### src/rtl/hsw_pkg.sv
package hsw_pkg;

  // Field width of one wait exponent
  localparam int WFW = 4;

  // Control word bit positions
  localparam int CTL_COLLAPSE = 0;
  localparam int CTL_HWMODE   = 1;
  localparam int CTL_BYPASS   = 2;
  localparam int CTL_CLKW_LSB = 12;
  localparam int CTL_FEWW_LSB = 16;
  localparam int CTL_RSTW_LSB = 20;
  localparam int CTL_PWRON    = 31;

  // Status word bit positions
  localparam int STS_RETAIN   = 11;
  localparam int STS_DNDONE   = 15;
  localparam int STS_UPDONE   = 16;

  typedef struct packed {
    logic [WFW-1:0] rest_w;
    logic [WFW-1:0] few_w;
    logic [WFW-1:0] clk_w;
    logic           bypass;
    logic           hw_mode;
    logic           collapse;
  } ctl_s;

  localparam ctl_s CTL_RST = '{rest_w: 4'd2, few_w: 4'd8, clk_w: 4'd2,
                               bypass: 1'b0, hw_mode: 1'b0, collapse: 1'b1};

  typedef struct packed {
    logic clk_dis;
    logic few;
    logic rest;
    logic clamp;
    logic rst;
  } drive_s;

  typedef struct packed {
    logic pwr_on;
    logic up_done;
    logic down_done;
  } stat_s;

  typedef enum logic [3:0] {
    ST_OFF, ST_LAG_UP, ST_FEW, ST_REST, ST_RELEASE, ST_UNGATE, ST_ON,
    ST_LAG_DN, ST_CLK_OFF, ST_CLAMP, ST_CUT
  } seq_st_e;

endpackage

### src/rtl/hsw_wait_timer.sv
module hsw_wait_timer #(
  parameter int CNT_W = 16
) (
  input  logic             clk,
  input  logic             rst_n,
  input  logic             run,
  input  logic             load,
  input  logic [CNT_W-1:0] load_val,
  output logic             done
);

  logic [CNT_W-1:0] cnt_q, cnt_d;
  logic             cnt_ce;

  always_comb begin
    cnt_d  = cnt_q;
    cnt_ce = 1'b0;
    if (load) begin
      cnt_d  = load_val;
      cnt_ce = 1'b1;
    end else if (run && (cnt_q != '0)) begin
      cnt_d  = cnt_q - CNT_W'(1);
      cnt_ce = 1'b1;
    end
  end

  always_ff @(posedge clk or negedge rst_n) begin
    if (!rst_n)      cnt_q <= '0;
    else if (cnt_ce) cnt_q <= cnt_d;
  end

  assign done = (cnt_q == '0);

endmodule

### src/rtl/hsw_regs.sv
module hsw_regs
  import hsw_pkg::*;
#(
  parameter int ADDR_W = 4
) (
  input  logic              clk,
  input  logic              rst_n,
  input  logic              bus_en,
  input  logic              bus_we,
  input  logic [ADDR_W-1:0] bus_addr,
  input  logic [31:0]       bus_wdata,
  output logic [31:0]       bus_rdata,
  input  stat_s             stat,
  output ctl_s              ctl,
  output logic              retain
);

  localparam logic [ADDR_W-1:0] CTL_OFS = ADDR_W'(0);
  localparam logic [ADDR_W-1:0] STS_OFS = ADDR_W'(4);

  ctl_s ctl_q, ctl_d;
  logic ret_q, ret_d;
  logic ctl_we, sts_we;
  logic wdata_unused;

  assign ctl_we = bus_en & bus_we & (bus_addr == CTL_OFS);
  assign sts_we = bus_en & bus_we & (bus_addr == STS_OFS);

  always_comb begin
    ctl_d = ctl_q;
    if (ctl_we) begin
      ctl_d.rest_w   = bus_wdata[CTL_RSTW_LSB +: WFW];
      ctl_d.few_w    = bus_wdata[CTL_FEWW_LSB +: WFW];
      ctl_d.clk_w    = bus_wdata[CTL_CLKW_LSB +: WFW];
      ctl_d.bypass   = bus_wdata[CTL_BYPASS];
      ctl_d.hw_mode  = bus_wdata[CTL_HWMODE];
      ctl_d.collapse = bus_wdata[CTL_COLLAPSE];
    end
  end

  always_comb begin
    ret_d = ret_q;
    if (sts_we) ret_d = bus_wdata[STS_RETAIN];
  end

  always_ff @(posedge clk or negedge rst_n) begin
    if (!rst_n)      ctl_q <= CTL_RST;
    else if (ctl_we) ctl_q <= ctl_d;
  end

  always_ff @(posedge clk or negedge rst_n) begin
    if (!rst_n)      ret_q <= 1'b0;
    else if (sts_we) ret_q <= ret_d;
  end

  always_comb begin
    bus_rdata = '0;
    if (bus_en && !bus_we) begin
      if (bus_addr == CTL_OFS) begin
        bus_rdata[CTL_PWRON]              = stat.pwr_on;
        bus_rdata[CTL_RSTW_LSB +: WFW]    = ctl_q.rest_w;
        bus_rdata[CTL_FEWW_LSB +: WFW]    = ctl_q.few_w;
        bus_rdata[CTL_CLKW_LSB +: WFW]    = ctl_q.clk_w;
        bus_rdata[CTL_BYPASS]             = ctl_q.bypass;
        bus_rdata[CTL_HWMODE]             = ctl_q.hw_mode;
        bus_rdata[CTL_COLLAPSE]           = ctl_q.collapse;
      end else if (bus_addr == STS_OFS) begin
        bus_rdata[STS_UPDONE] = stat.up_done;
        bus_rdata[STS_DNDONE] = stat.down_done;
        bus_rdata[STS_RETAIN] = ret_q;
      end
    end
  end

  assign wdata_unused = ^{bus_wdata[31:24], bus_wdata[10:3], bus_wdata[31:17]};
  assign ctl          = ctl_q;
  assign retain       = ret_q;

endmodule

### src/rtl/hsw_seq.sv
module hsw_seq
  import hsw_pkg::*;
#(
  parameter int LAG_CYC = 8
) (
  input  logic           clk,
  input  logic           rst_n,
  input  logic           go_off,
  input  logic           freeze,
  input  logic [WFW-1:0] clk_w,
  input  logic [WFW-1:0] few_w,
  input  logic [WFW-1:0] rest_w,
  output drive_s         drv,
  output stat_s          stat
);

  localparam int EXP_W = 2 ** WFW;
  localparam int LAG_W = $clog2(LAG_CYC) + 1;
  localparam int CNT_W = (EXP_W > LAG_W) ? EXP_W : LAG_W;
  localparam logic [CNT_W-1:0] LAG_LD = CNT_W'(LAG_CYC - 1);

  seq_st_e          st_q, st_d;
  logic             tm_load, tm_done;
  logic [CNT_W-1:0] tm_val;

  function automatic logic [CNT_W-1:0] span(input logic [WFW-1:0] n);
    return (CNT_W'(1) << n) - CNT_W'(1);
  endfunction

  hsw_wait_timer #(.CNT_W(CNT_W)) u_tmr (
    .clk      (clk),
    .rst_n    (rst_n),
    .run      (!freeze),
    .load     (tm_load),
    .load_val (tm_val),
    .done     (tm_done)
  );

  // Next-state logic; direction is only sampled in the two stable states
  always_comb begin
    st_d    = st_q;
    tm_load = 1'b0;
    tm_val  = '0;
    if (!freeze) begin
      case (st_q)
        ST_OFF: if (!go_off) begin
          st_d = ST_LAG_UP; tm_load = 1'b1; tm_val = LAG_LD;
        end
        ST_LAG_UP: if (tm_done) begin
          st_d = ST_FEW; tm_load = 1'b1; tm_val = span(few_w);
        end
        ST_FEW: if (tm_done) begin
          st_d = ST_REST; tm_load = 1'b1; tm_val = span(rest_w);
        end
        ST_REST:    if (tm_done) st_d = ST_RELEASE;
        ST_RELEASE: st_d = ST_UNGATE;
        ST_UNGATE:  st_d = ST_ON;
        ST_ON: if (go_off) begin
          st_d = ST_LAG_DN; tm_load = 1'b1; tm_val = LAG_LD;
        end
        ST_LAG_DN: if (tm_done) begin
          st_d = ST_CLK_OFF; tm_load = 1'b1; tm_val = span(clk_w);
        end
        ST_CLK_OFF: if (tm_done) st_d = ST_CLAMP;
        ST_CLAMP:   st_d = ST_CUT;
        ST_CUT:     st_d = ST_OFF;
        default:    st_d = ST_OFF;
      endcase
    end
  end

  always_ff @(posedge clk or negedge rst_n) begin
    if (!rst_n) st_q <= ST_OFF;
    else        st_q <= st_d;
  end

  // Moore decode of drive and status
  always_comb begin
    drv  = '{clk_dis: 1'b1, few: 1'b0, rest: 1'b0, clamp: 1'b1, rst: 1'b1};
    stat = '{pwr_on: 1'b0, up_done: 1'b0, down_done: 1'b0};
    case (st_q)
      ST_OFF, ST_LAG_UP: stat.down_done = 1'b1;
      ST_FEW: drv.few = 1'b1;
      ST_REST: begin
        drv.few = 1'b1; drv.rest = 1'b1;
      end
      ST_RELEASE: begin
        drv.few = 1'b1; drv.rest = 1'b1; drv.clamp = 1'b0; drv.rst = 1'b0;
      end
      ST_UNGATE: begin
        drv = '{clk_dis: 1'b0, few: 1'b1, rest: 1'b1, clamp: 1'b0, rst: 1'b0};
      end
      ST_ON, ST_LAG_DN: begin
        drv  = '{clk_dis: 1'b0, few: 1'b1, rest: 1'b1, clamp: 1'b0, rst: 1'b0};
        stat = '{pwr_on: 1'b1, up_done: 1'b1, down_done: 1'b0};
      end
      ST_CLK_OFF: begin
        drv = '{clk_dis: 1'b1, few: 1'b1, rest: 1'b1, clamp: 1'b0, rst: 1'b0};
        stat.pwr_on = 1'b1;
      end
      ST_CLAMP: begin
        drv = '{clk_dis: 1'b1, few: 1'b1, rest: 1'b1, clamp: 1'b1, rst: 1'b1};
        stat.pwr_on = 1'b1;
      end
      ST_CUT: stat.pwr_on = 1'b1;
      default: ;
    endcase
  end

endmodule

### src/rtl/hsw_domain_ctl.sv
module hsw_domain_ctl
  import hsw_pkg::*;
#(
  parameter int ADDR_W  = 4,
  parameter int LAG_CYC = 8
) (
  input  logic              clk,
  input  logic              rst_n,
  input  logic              bus_en,
  input  logic              bus_we,
  input  logic [ADDR_W-1:0] bus_addr,
  input  logic [31:0]       bus_wdata,
  output logic [31:0]       bus_rdata,
  input  logic              hw_req,
  output logic              clk_dis,
  output logic              few_en,
  output logic              rest_en,
  output logic              clamp,
  output logic              dom_rst,
  output logic              retain_ff,
  output logic              pwr_on,
  output logic              up_done,
  output logic              down_done
);

  ctl_s   ctl;
  stat_s  stat;
  drive_s seq_drv;
  logic   bypass_mode;
  logic   go_off;

  assign bypass_mode = ctl.bypass;
  assign go_off      = ctl.hw_mode ? hw_req : ctl.collapse;

  hsw_regs #(.ADDR_W(ADDR_W)) u_regs (
    .clk       (clk),
    .rst_n     (rst_n),
    .bus_en    (bus_en),
    .bus_we    (bus_we),
    .bus_addr  (bus_addr),
    .bus_wdata (bus_wdata),
    .bus_rdata (bus_rdata),
    .stat      (stat),
    .ctl       (ctl),
    .retain    (retain_ff)
  );

  hsw_seq #(.LAG_CYC(LAG_CYC)) u_seq (
    .clk    (clk),
    .rst_n  (rst_n),
    .go_off (go_off),
    .freeze (bypass_mode),
    .clk_w  (ctl.clk_w),
    .few_w  (ctl.few_w),
    .rest_w (ctl.rest_w),
    .drv    (seq_drv),
    .stat   (stat)
  );

  // Bypass: drive pins straight from the collapse bit
  assign clk_dis   = bypass_mode ?  ctl.collapse : seq_drv.clk_dis;
  assign few_en    = bypass_mode ? !ctl.collapse : seq_drv.few;
  assign rest_en   = bypass_mode ? !ctl.collapse : seq_drv.rest;
  assign clamp     = bypass_mode ?  ctl.collapse : seq_drv.clamp;
  assign dom_rst   = bypass_mode ?  ctl.collapse : seq_drv.rst;
  assign pwr_on    = stat.pwr_on;
  assign up_done   = stat.up_done;
  assign down_done = stat.down_done;

endmodule

### config.mk
export PLATFORM = sky130hd
export DESIGN_NAME = hsw_domain_ctl
export DESIGN_NICKNAME = d
export VERILOG_FILES = /design/src/rtl/hsw_pkg.sv /design/src/rtl/hsw_wait_timer.sv /design/src/rtl/hsw_regs.sv /design/src/rtl/hsw_seq.sv /design/src/rtl/hsw_domain_ctl.sv
export SDC_FILE = /design/constraint.sdc
export NUM_CORES = 1
export LEC_CHECK = 0
export ABC_CLOCK_PERIOD_IN_PS = 3100
export BUFFER_PORTS_ARGS = -buffer_cell sky130_fd_sc_hd__buf_2
export CORE_ASPECT_RATIO = 0.7
export CORE_MARGIN = 2
export CORE_UTILIZATION = 35
export DETAILED_ROUTE_END_ITERATION = 10
export PLACE_DENSITY = 0.62
export SLEW_MARGIN = 25
export SYNTH_ARGS = -nofsm -noshare
export SYNTH_HDL_FRONTEND = slang
export SYNTH_SLANG_ARGS = --single-unit
### constraint.sdc
create_clock -name clk -period 3.1 [get_ports clk]
set_input_delay 0.62 -clock clk [delete_from_list [all_inputs] [get_ports clk]]
set_output_delay 0.62 -clock clk [all_outputs]
set_load 0.01 [all_outputs]
* Word level (Yosys, flattened, before mapping)
Cells that the tools add are included.
** Cells by class
- Reduce and logical (&&, ||, !) cells :: 20
- Bitwise gates (word level) :: 4
- Equality and inequality tests :: 18
- Shifts and indexed selects :: 3
- Add/subtract/negate cells :: 4
- Mux-type cells :: 48
** Operator list (count)
- $mux W16 :: 6
- $pmux W16 S5 :: 1
- $shl A1 B4 Y16 const A :: 3
- $sub A16 B2 Y16 const B :: 3
- $pmux W4 S10 :: 1
- $mux W4 :: 7
- $mux W1 :: 22
- $eq A4 B3 Y1 const B :: 5
- $logic_not A16 Y1 :: 1
- $reduce_bool A16 Y1 :: 1
- $sub A16 B1 Y16 const B :: 1
- $mux W3 :: 5
- $mux W13 :: 1
- $eq A4 B4 Y1 const B :: 3
- $ne A2 B1 Y1 const B :: 6
- $reduce_or A5 Y1 :: 2
- $eq A4 B2 Y1 const B :: 2
- $logic_not A4 Y1 :: 2
- $reduce_and A8 Y1 :: 1
- $reduce_or A8 Y1 :: 1
- $mux W7 :: 1
- $reduce_or A7 Y1 :: 1
- $mux W2 :: 3
- $reduce_or A3 Y1 :: 2
- other kinds (10) :: 16
** Storage, ports and cells
- Input port bits :: 41
- Register bits :: 36
- Word-level logic and storage cells :: 106
- Output and inout bits :: 41

* Longest topological paths before layout
Gate-level depths: netlist of run 1.
- Depth after elaboration :: 6
- Mapped depth :: 11

* Hierarchy
A second synthesis of run 1 with hierarchy kept.
** Second synthesis, totals
- Cell total of the unflattened synthesis :: 431
- Area, all modules :: 3524.6 sq um
** By module, submodules not included
- hsw_seq :: instances 1, cells each 215, area an instance 1438.9 sq um
- hsw_wait_timer :: instances 1, cells each 127, area an instance 1066.0 sq um
- hsw_regs :: instances 1, cells each 76, area an instance 950.9 sq um
- hsw_domain_ctl :: instances 1, cells each 13, area an instance 68.8 sq um

* Worst setup path after synthesis of run 1
OpenSTA, ideal clock, no wires.
- Path type :: register to register
- Start point :: register u_seq.u_tmr.cnt_q[12]
- End point :: register u_seq.u_tmr.cnt_q[1]
- Slack :: 513 ps
- Stages on the path, launching flop included :: 7
- Data required time :: 2972 ps
- Library setup time :: 128 ps
- Data arrival time :: 2459 ps
- Path through :: dfrtp_1 > or4_4 > or4_1 > or4_1 > buf_2 > nand2_4 > mux2_1
** On the way
- Word-level cells in the longest chain between the ends :: 6
- Elaborated cells on any way between the ends :: 16
** RTL lines
- start: declaration :: line hsw_wait_timer.sv:12 : logic [CNT_W-1:0] cnt_q, cnt_d;
- start signal: assignment :: line hsw_wait_timer.sv:29 : else if (cnt_ce) cnt_q <= cnt_d;
- $logic_not A16 Y1 :: line hsw_wait_timer.sv:32 : assign done = (cnt_q == '0);
- $mux W1 :: line hsw_seq.sv:49, hsw_seq.sv:52, hsw_seq.sv:61
- $pmux W1 S3 :: line hsw_seq.sv:45 : case (st_q)
- $mux W1 :: line hsw_seq.sv:44 : if (!freeze) begin
- $reduce_bool A2 Y1 (no line) / $mux W1 (equally long branches)
- $reduce_and A2 Y1 (no line)
Several ways; a longest one is shown, not always the timed one.
A chain may end at the register's enable or synchronous reset.

* Final worst setup path of run 1
Ends and elaborated chain as after synthesis.

==> results.json, run 1 <==
{
  "cts_tree": "yes",
  "peakVddDrop_mv": 0.2423,
  "fin_crit_sh_pct": 92.30,
  "synth_cell_types": 66,
  "finalSetupViolCount": 0,
  "portBuffers": 50,
  "power-per-cell-area_nw_per_um2": 543.7,
  "drc": 0,
  "skew_ns": 0.004128,
  "syn_inst": 411,
  "final_cell_mix": "buf_2, dfrtp_1, nor2_1",
  "vias": 3182,
  "first_pass_iters": 4,
  "worst_pin_slew_ns": 0.8711,
  "grt_pass1_vias": 2896,
  "synth_edf_count": 0,
  "post_cts_buffers": 0,
  "synth-main-ff-cell": "dfrtp_1",
  "path_cells": "or4_4, or4_1, or4_1, nand2_4, mux2_1",
  "ios": 82,
  "crit_type": "flop to flop",
  "cp.required_ns": 3.27,
  "grt_max_degree": 37,
  "hp-class": "primary input to asynchronous set/reset pin",
  "async_reset_ff_share_pct": 100.0,
  "min_period_ns": 2.861,
  "start_util_pct": 36.45,
  "grt_first_pass_wirelength_um": 15010,
  "crit_path_start_kind": "flop",
  "status": "completed",
  "numCtsBuffers": 5,
  "yosysSeqAreaShare_pct": 27.08,
  "post_cts_resized": 0,
  "synth_area_um2": 3346,
  "cpPeakStageDelay_ns": 0.61,
  "reg2regPathDepth": 5,
  "dp_hpwl_um": 6799,
  "fp.dieW_um": 120.9,
  "maxSlewViolCount": 0,
  "p_leak_nw": 1.575,
  "rsz0062_at_grt": "false",
  "areaGrowthSynthToFinish_pct": 13.84,
  "clk_latency_ns": 0.29,
  "root_buffer": "clkbuf_16",
  "fmax_mhz": 349.5,
  "gp_congestion": 0.8918,
  "critPathCaptureType": "flop",
  "diodes": 0,
  "grt_overflow": 0,
  "utilization_pct": 41.49,
  "nets": 489,
  "clk_pin_slew_ns": 0.06,
  "post_drt_wl_per_cell_um": 16.17,
  "ys_warn_count": 0,
  "hold_viol": 0,
  "clockBufferDepth": 2,
  "antenna_left": 0,
  "core-area_um2": 9180,
  "n_fill_cell": 920,
  "syn_avg_cell_area_um2": 8.140,
  "cp_slowest_cell": "or4_1",
  "htree_levels": 2,
  "antenna_found_initial": 0,
  "maxCapViolations": 0,
  "dieHeight_um": 85.80,
  "crit_path_frequent_cell": "or4_1",
  "rows": 29,
  "r2r-end": "u_seq.u_tmr.cnt_q[1]",
  "critical_path.max_fanout": 10,
  "drive_gt1_share_pct": 23.37,
  "drt_iter0_drc": 251,
  "clock-sinks": 36,
  "tns_ns": 0,
  "hold_buffers": 0,
  "track_usage_pct": 18.34,
  "cp_data_arrival_time_ns": 3.03,
  "via_per_inst": 5.592,
  "worstReg2RegStart": "u_seq.u_tmr.cnt_q[12]",
  "ys_ff_latch": 36,
  "layout_commonest_cell": "buf_2",
  "fp.dieArea_um2": 10370,
  "routed_wl_um": 9200,
  "slew_headroom_pct": 41.93,
  "ff2ff_setup_slack_ns": 0.24
}
==> cell type report <==
cell class | instances | area, um2 | area share, %
clock buffer | 8 | 146.4 | 3.844
inverter | 4 | 15.01 | 0.3942
multi-input combinational | 330 | 2208 | 57.98
sequential | 36 | 905.9 | 23.78
tap | 124 | 155.1 | 4.074
timing repair buffer | 67 | 377.9 | 9.921
==> power by group <==
| group | internal, mW | switching [mW] | leakage, nW | total (mW) |
|---|---|---|---|---|
| Sequential | 0.582 | 0.169 | 0.429 | 0.751 |
| Clock | 0.321 | 0.202 | 0.0712 | 0.523 |
| Combinational | 0.381 | 0.416 | 1.08 | 0.797 |
| Total | 1.28 | 0.787 | 1.58 | 2.07 |
==> how the worst max path moves through the flow <==
stage / startpoint / endpoint / slack, ns / depth (start not counted)
after floorplan: u_seq.u_tmr.cnt_q[12] / u_seq.u_tmr.cnt_q[1] / 0.51 / 6
after global placement: u_seq.u_tmr.cnt_q[12] / u_seq.u_tmr.cnt_q[1] / 0.31 / 5
after detailed placement: u_seq.u_tmr.cnt_q[12] / u_seq.u_tmr.cnt_q[1] / 0.26 / 5
after CTS: u_seq.u_tmr.cnt_q[12] / u_seq.u_tmr.cnt_q[1] / 0.25 / 5
after global routing: bus_addr[1] / bus_rdata[2] / 0.15 / 7
final: u_seq.u_tmr.cnt_q[12] / u_seq.u_tmr.cnt_q[1] / 0.24 / 5
==> state kept, by name (all words and copies together) (netlist names) <==
register	flops
u_regs.retain	1
u_regs.ctl	15
u_seq.u_tmr.cnt_q	16
u_seq.st_q	4
==> metal layers <==
layer	GRT usage [%]	part of all wire, %
met1	28.33	53
met3	4.189	5.4
met5	0	0
met2	26.00	41
met4	3.171	0.65
==> cells in the mapped netlist, types with 2 or more instances <==
| master | number | area, um2 |
|---|---|---|
| nor4b_1 | 8 | 70.07 |
| xor2_1 | 2 | 17.52 |
| o311ai_0 | 3 | 26.28 |
| nand3_1 | 14 | 70.07 |
| mux2_2 | 16 | 180.2 |
| and2_1 | 20 | 125.1 |
| a31oi_1 | 2 | 12.51 |
| ha_1 | 4 | 50.05 |
| or3_1 | 6 | 37.54 |
| o22ai_1 | 7 | 43.79 |
| inv_1 | 4 | 15.01 |
| clkbuf_1 | 36 | 135.1 |
| nor4_1 | 8 | 50.05 |
| xnor2_1 | 17 | 148.9 |
| or2_2 | 4 | 25.02 |
| o21ai_0 | 22 | 110.1 |
| or4b_1 | 2 | 20.02 |
| a32oi_1 | 2 | 17.52 |
| nor3b_1 | 8 | 60.06 |
| a21oi_1 | 18 | 90.09 |
| buf_2 | 2 | 10.01 |
| nor2b_1 | 7 | 43.79 |
| a21o_1 | 4 | 30.03 |
| a211o_1 | 2 | 17.52 |
| nand4_1 | 3 | 18.77 |
| nand2b_1 | 7 | 43.79 |
| o21bai_1 | 3 | 22.52 |
| dfstp_2 | 4 | 105.1 |
| a22o_1 | 2 | 17.52 |
| or4b_2 | 2 | 20.02 |
| mux2i_1 | 13 | 130.1 |
| o31ai_1 | 6 | 45.04 |
| a211oi_1 | 4 | 30.03 |
| o21ai_1 | 2 | 10.01 |
| or4_1 | 5 | 37.54 |
| nor2_1 | 26 | 97.59 |
| o211ai_1 | 3 | 22.52 |
| nor3_1 | 14 | 70.07 |
| buf_4 | 16 | 120.1 |
| dfrtp_1 | 32 | 800.8 |
| nand2_1 | 21 | 78.83 |
| nor4bb_1 | 3 | 30.03 |
| o21a_1 | 4 | 30.03 |
==> critical path: cells and delay by family (launching register included) <==
family / cells / cell delay [ns]
and+or+nand+nor: 4 / 1.99
DFF: 1 / 0.41
muxes: 1 / 0.33
==> kinds of logic (layout without fill, tap and decap cells) <==
group                    after synthesis  after routing  synth area share (%)
AO/OA/AOI/OAI                         96             96                 19.04
XOR/XNOR                              19             19                 4.974
adder cells (fa/ha/maj)                4              4                 1.496
buffers and inverters                 59             79                 8.489
flip-flops                            36             36                 27.08
multiplexers                          31             31                 10.06
other                                  1             15                0.1121
AND/OR/NAND/NOR                      165            165                 28.76
==> through the flow <==
stage	total power [mW]	setup slack [ns]	area (um2)	hold slack, ns	std cells
3_3_place_gp	1.512	0.3055	3662	0.5260	561
4_1_cts	2.080	0.2539	3809	0.4870	569
6_report	2.071	0.2388	3809	0.4467	569
2_1_floorplan	1.357	0.5132	3398	0.3244	425
5_1_grt	2.220	0.1487	3809	0.5267	569
3_5_place_dp	1.542	0.2600	3662	0.5138	561
Note: power is estimated with default switching activity, not from simulation.
==> run 2: changes to the inputs <==
Settings changed: ABC_CLOCK_PERIOD_IN_PS 3100 to 2600, PLACE_DENSITY 0.62 to 0.64.
Clock period 3.1 ns to 2.6 ns, I/O delays scaled along.
==> results.json, run 2 (synthesized netlist as in run 1, its figures left out) <==
{
  "p_leak_nw": 1.699,
  "clk_pin_slew_ns": 0.06,
  "skew_ns": 0.005414,
  "nets": 513,
  "n_fill_cell": 936,
  "worst_pin_slew_ns": 0.8552,
  "finalSetupViolCount": 0,
  "start_util_pct": 36.45,
  "dp_slack_ns": -0.06885,
  "largest_reg_flops": 16,
  "top_register": "u_seq.u_tmr.cnt_q",
  "maxCapViolations": 0,
  "fmax_mhz": 393.8,
  "hold_viol": 0,
  "crit_path_start_kind": "flop",
  "worstReg2RegStart": "u_seq.u_tmr.cnt_q[12]",
  "clock-sinks": 36,
  "multi_input_area_um2": 2253,
  "min_period_ns": 2.539,
  "portBuffers": 50,
  "rows": 29,
  "via_per_inst": 5.639,
  "drc": 0,
  "grt_max_degree": 37,
  "htree_levels": 2,
  "cp_data_arrival_time_ns": 2.72,
  "dp_hpwl_um": 7038,
  "drt_iter0_drc": 321,
  "grt_pass1_vias": 3099,
  "vias": 3344,
  "core-area_um2": 9180,
  "fp.dieArea_um2": 10370,
  "reg2regPathDepth": 6,
  "final_cell_mix": "buf_2, buf_4, dfrtp_1",
  "fp.dieW_um": 120.9,
  "grt_overflow": 0,
  "crit_type": "flop to flop",
  "antenna_found_initial": 0,
  "rsz0062_at_grt": "false",
  "antenna_left": 0,
  "seq_area_um2": 905.9,
  "tns_ns": 0,
  "root_buffer": "clkbuf_16",
  "areaGrowthSynthToFinish_pct": 20.79,
  "hp-class": "primary input to asynchronous set/reset pin",
  "holdWs_ns": 0.3386,
  "status": "completed",
  "cp.required_ns": 2.78,
  "fin_crit_sh_pct": 97.67,
  "track_usage_pct": 18.87,
  "drive_gt1_share_pct": 29.00,
  "clk_latency_ns": 0.29,
  "layout_commonest_cell": "buf_2",
  "peakVddDrop_mv": 0.3112,
  "clockBufferDepth": 2,
  "ios": 82,
  "critical_path.max_fanout": 3,
  "critPathCaptureType": "flop",
  "cts_tree": "yes",
  "gp_congestion": 0.8663,
  "diodes": 0,
  "ff2ff_setup_slack_ns": 0.06,
  "dieHeight_um": 85.80,
  "setup_ws_ns": 0.06063,
  "numCtsBuffers": 5,
  "grt_first_pass_wirelength_um": 15540,
  "hold_buffers": 0,
  "routed_wl_um": 9472,
  "r2r-end": "u_seq.u_tmr.cnt_q[1]",
  "slew_headroom_pct": 42.99,
  "maxSlewViolCount": 0,
  "power-per-cell-area_nw_per_um2": 629.1,
  "post_drt_wl_per_cell_um": 15.97,
  "first_pass_iters": 5
}
==> run 2: power by group <==
group	internal (mW)	switching (mW)
registers	0.695	0.138
logic	0.522	0.591
clock network	0.354	0.242
==> run 2: layout make-up <==
cell class / instances / area share [%]
Clock inverter: 1 / 0.1238
Inverter: 4 / 0.3715
Multi-Input combinational cell: 330 / 55.76
Clock buffer: 7 / 3.282
Timing Repair Buffer: 91 / 14.21
Tap cell: 124 / 3.839
Sequential cell: 36 / 22.41
==> run 2: timing repair <==
item	4_1_cts	5_1_grt
pin swaps	0	4
buffers inserted	0	1
resized for setup	2	8
setup endpoints to repair	2	17
==> run 2: metrics by stage <==
step	power [mW]	util [%]	std cells	cell area, um2
after global placement	1.882	41.91	584	3847
final	2.543	44.02	593	4041
after CTS	2.537	43.49	592	3993
after global routing	2.727	44.02	593	4041
after detailed placement	1.924	41.91	584	3847
after floorplan	1.618	-	425	3398
==> run 2: worst max-delay path, stage by stage (launching register included) <==
cell	delay (ns)
dfrtp_1	0.38
or4_4	0.55
or4_4	0.44
or4_4	0.52
buf_4	0.17
nand2_4	0.06
mux2_1	0.31
==> run 2: layer usage <==
| metal | track usage, % | share of wire [%] |
|---|---|---|
| met1 | 28.12 | 49 |
| met2 | 28.04 | 43 |
| met3 | 3.524 | 6.8 |
| met4 | 4.651 | 1.3 |
| met5 | 0 | 0 |
==> run 2: worst max-delay path by stage <==
stage / depth (start not counted) / to / slack, ns / startpoint
3_5_place_dp: 6 / u_seq.u_tmr.cnt_q[14] / -0.07 / u_seq.u_tmr.cnt_q[12]
6_report: 6 / u_seq.u_tmr.cnt_q[1] / 0.06 / u_seq.u_tmr.cnt_q[12]
4_1_cts: 6 / u_seq.u_tmr.cnt_q[14] / 0.03 / u_seq.u_tmr.cnt_q[12]
3_3_place_gp: 6 / u_seq.u_tmr.cnt_q[14] / 0.002 / u_seq.u_tmr.cnt_q[12]
5_1_grt: 6 / u_seq.u_tmr.cnt_q[1] / 0.0009 / u_seq.u_tmr.cnt_q[12]
2_1_floorplan: 6 / u_seq.u_tmr.cnt_q[1] / 0.01 / u_seq.u_tmr.cnt_q[12]
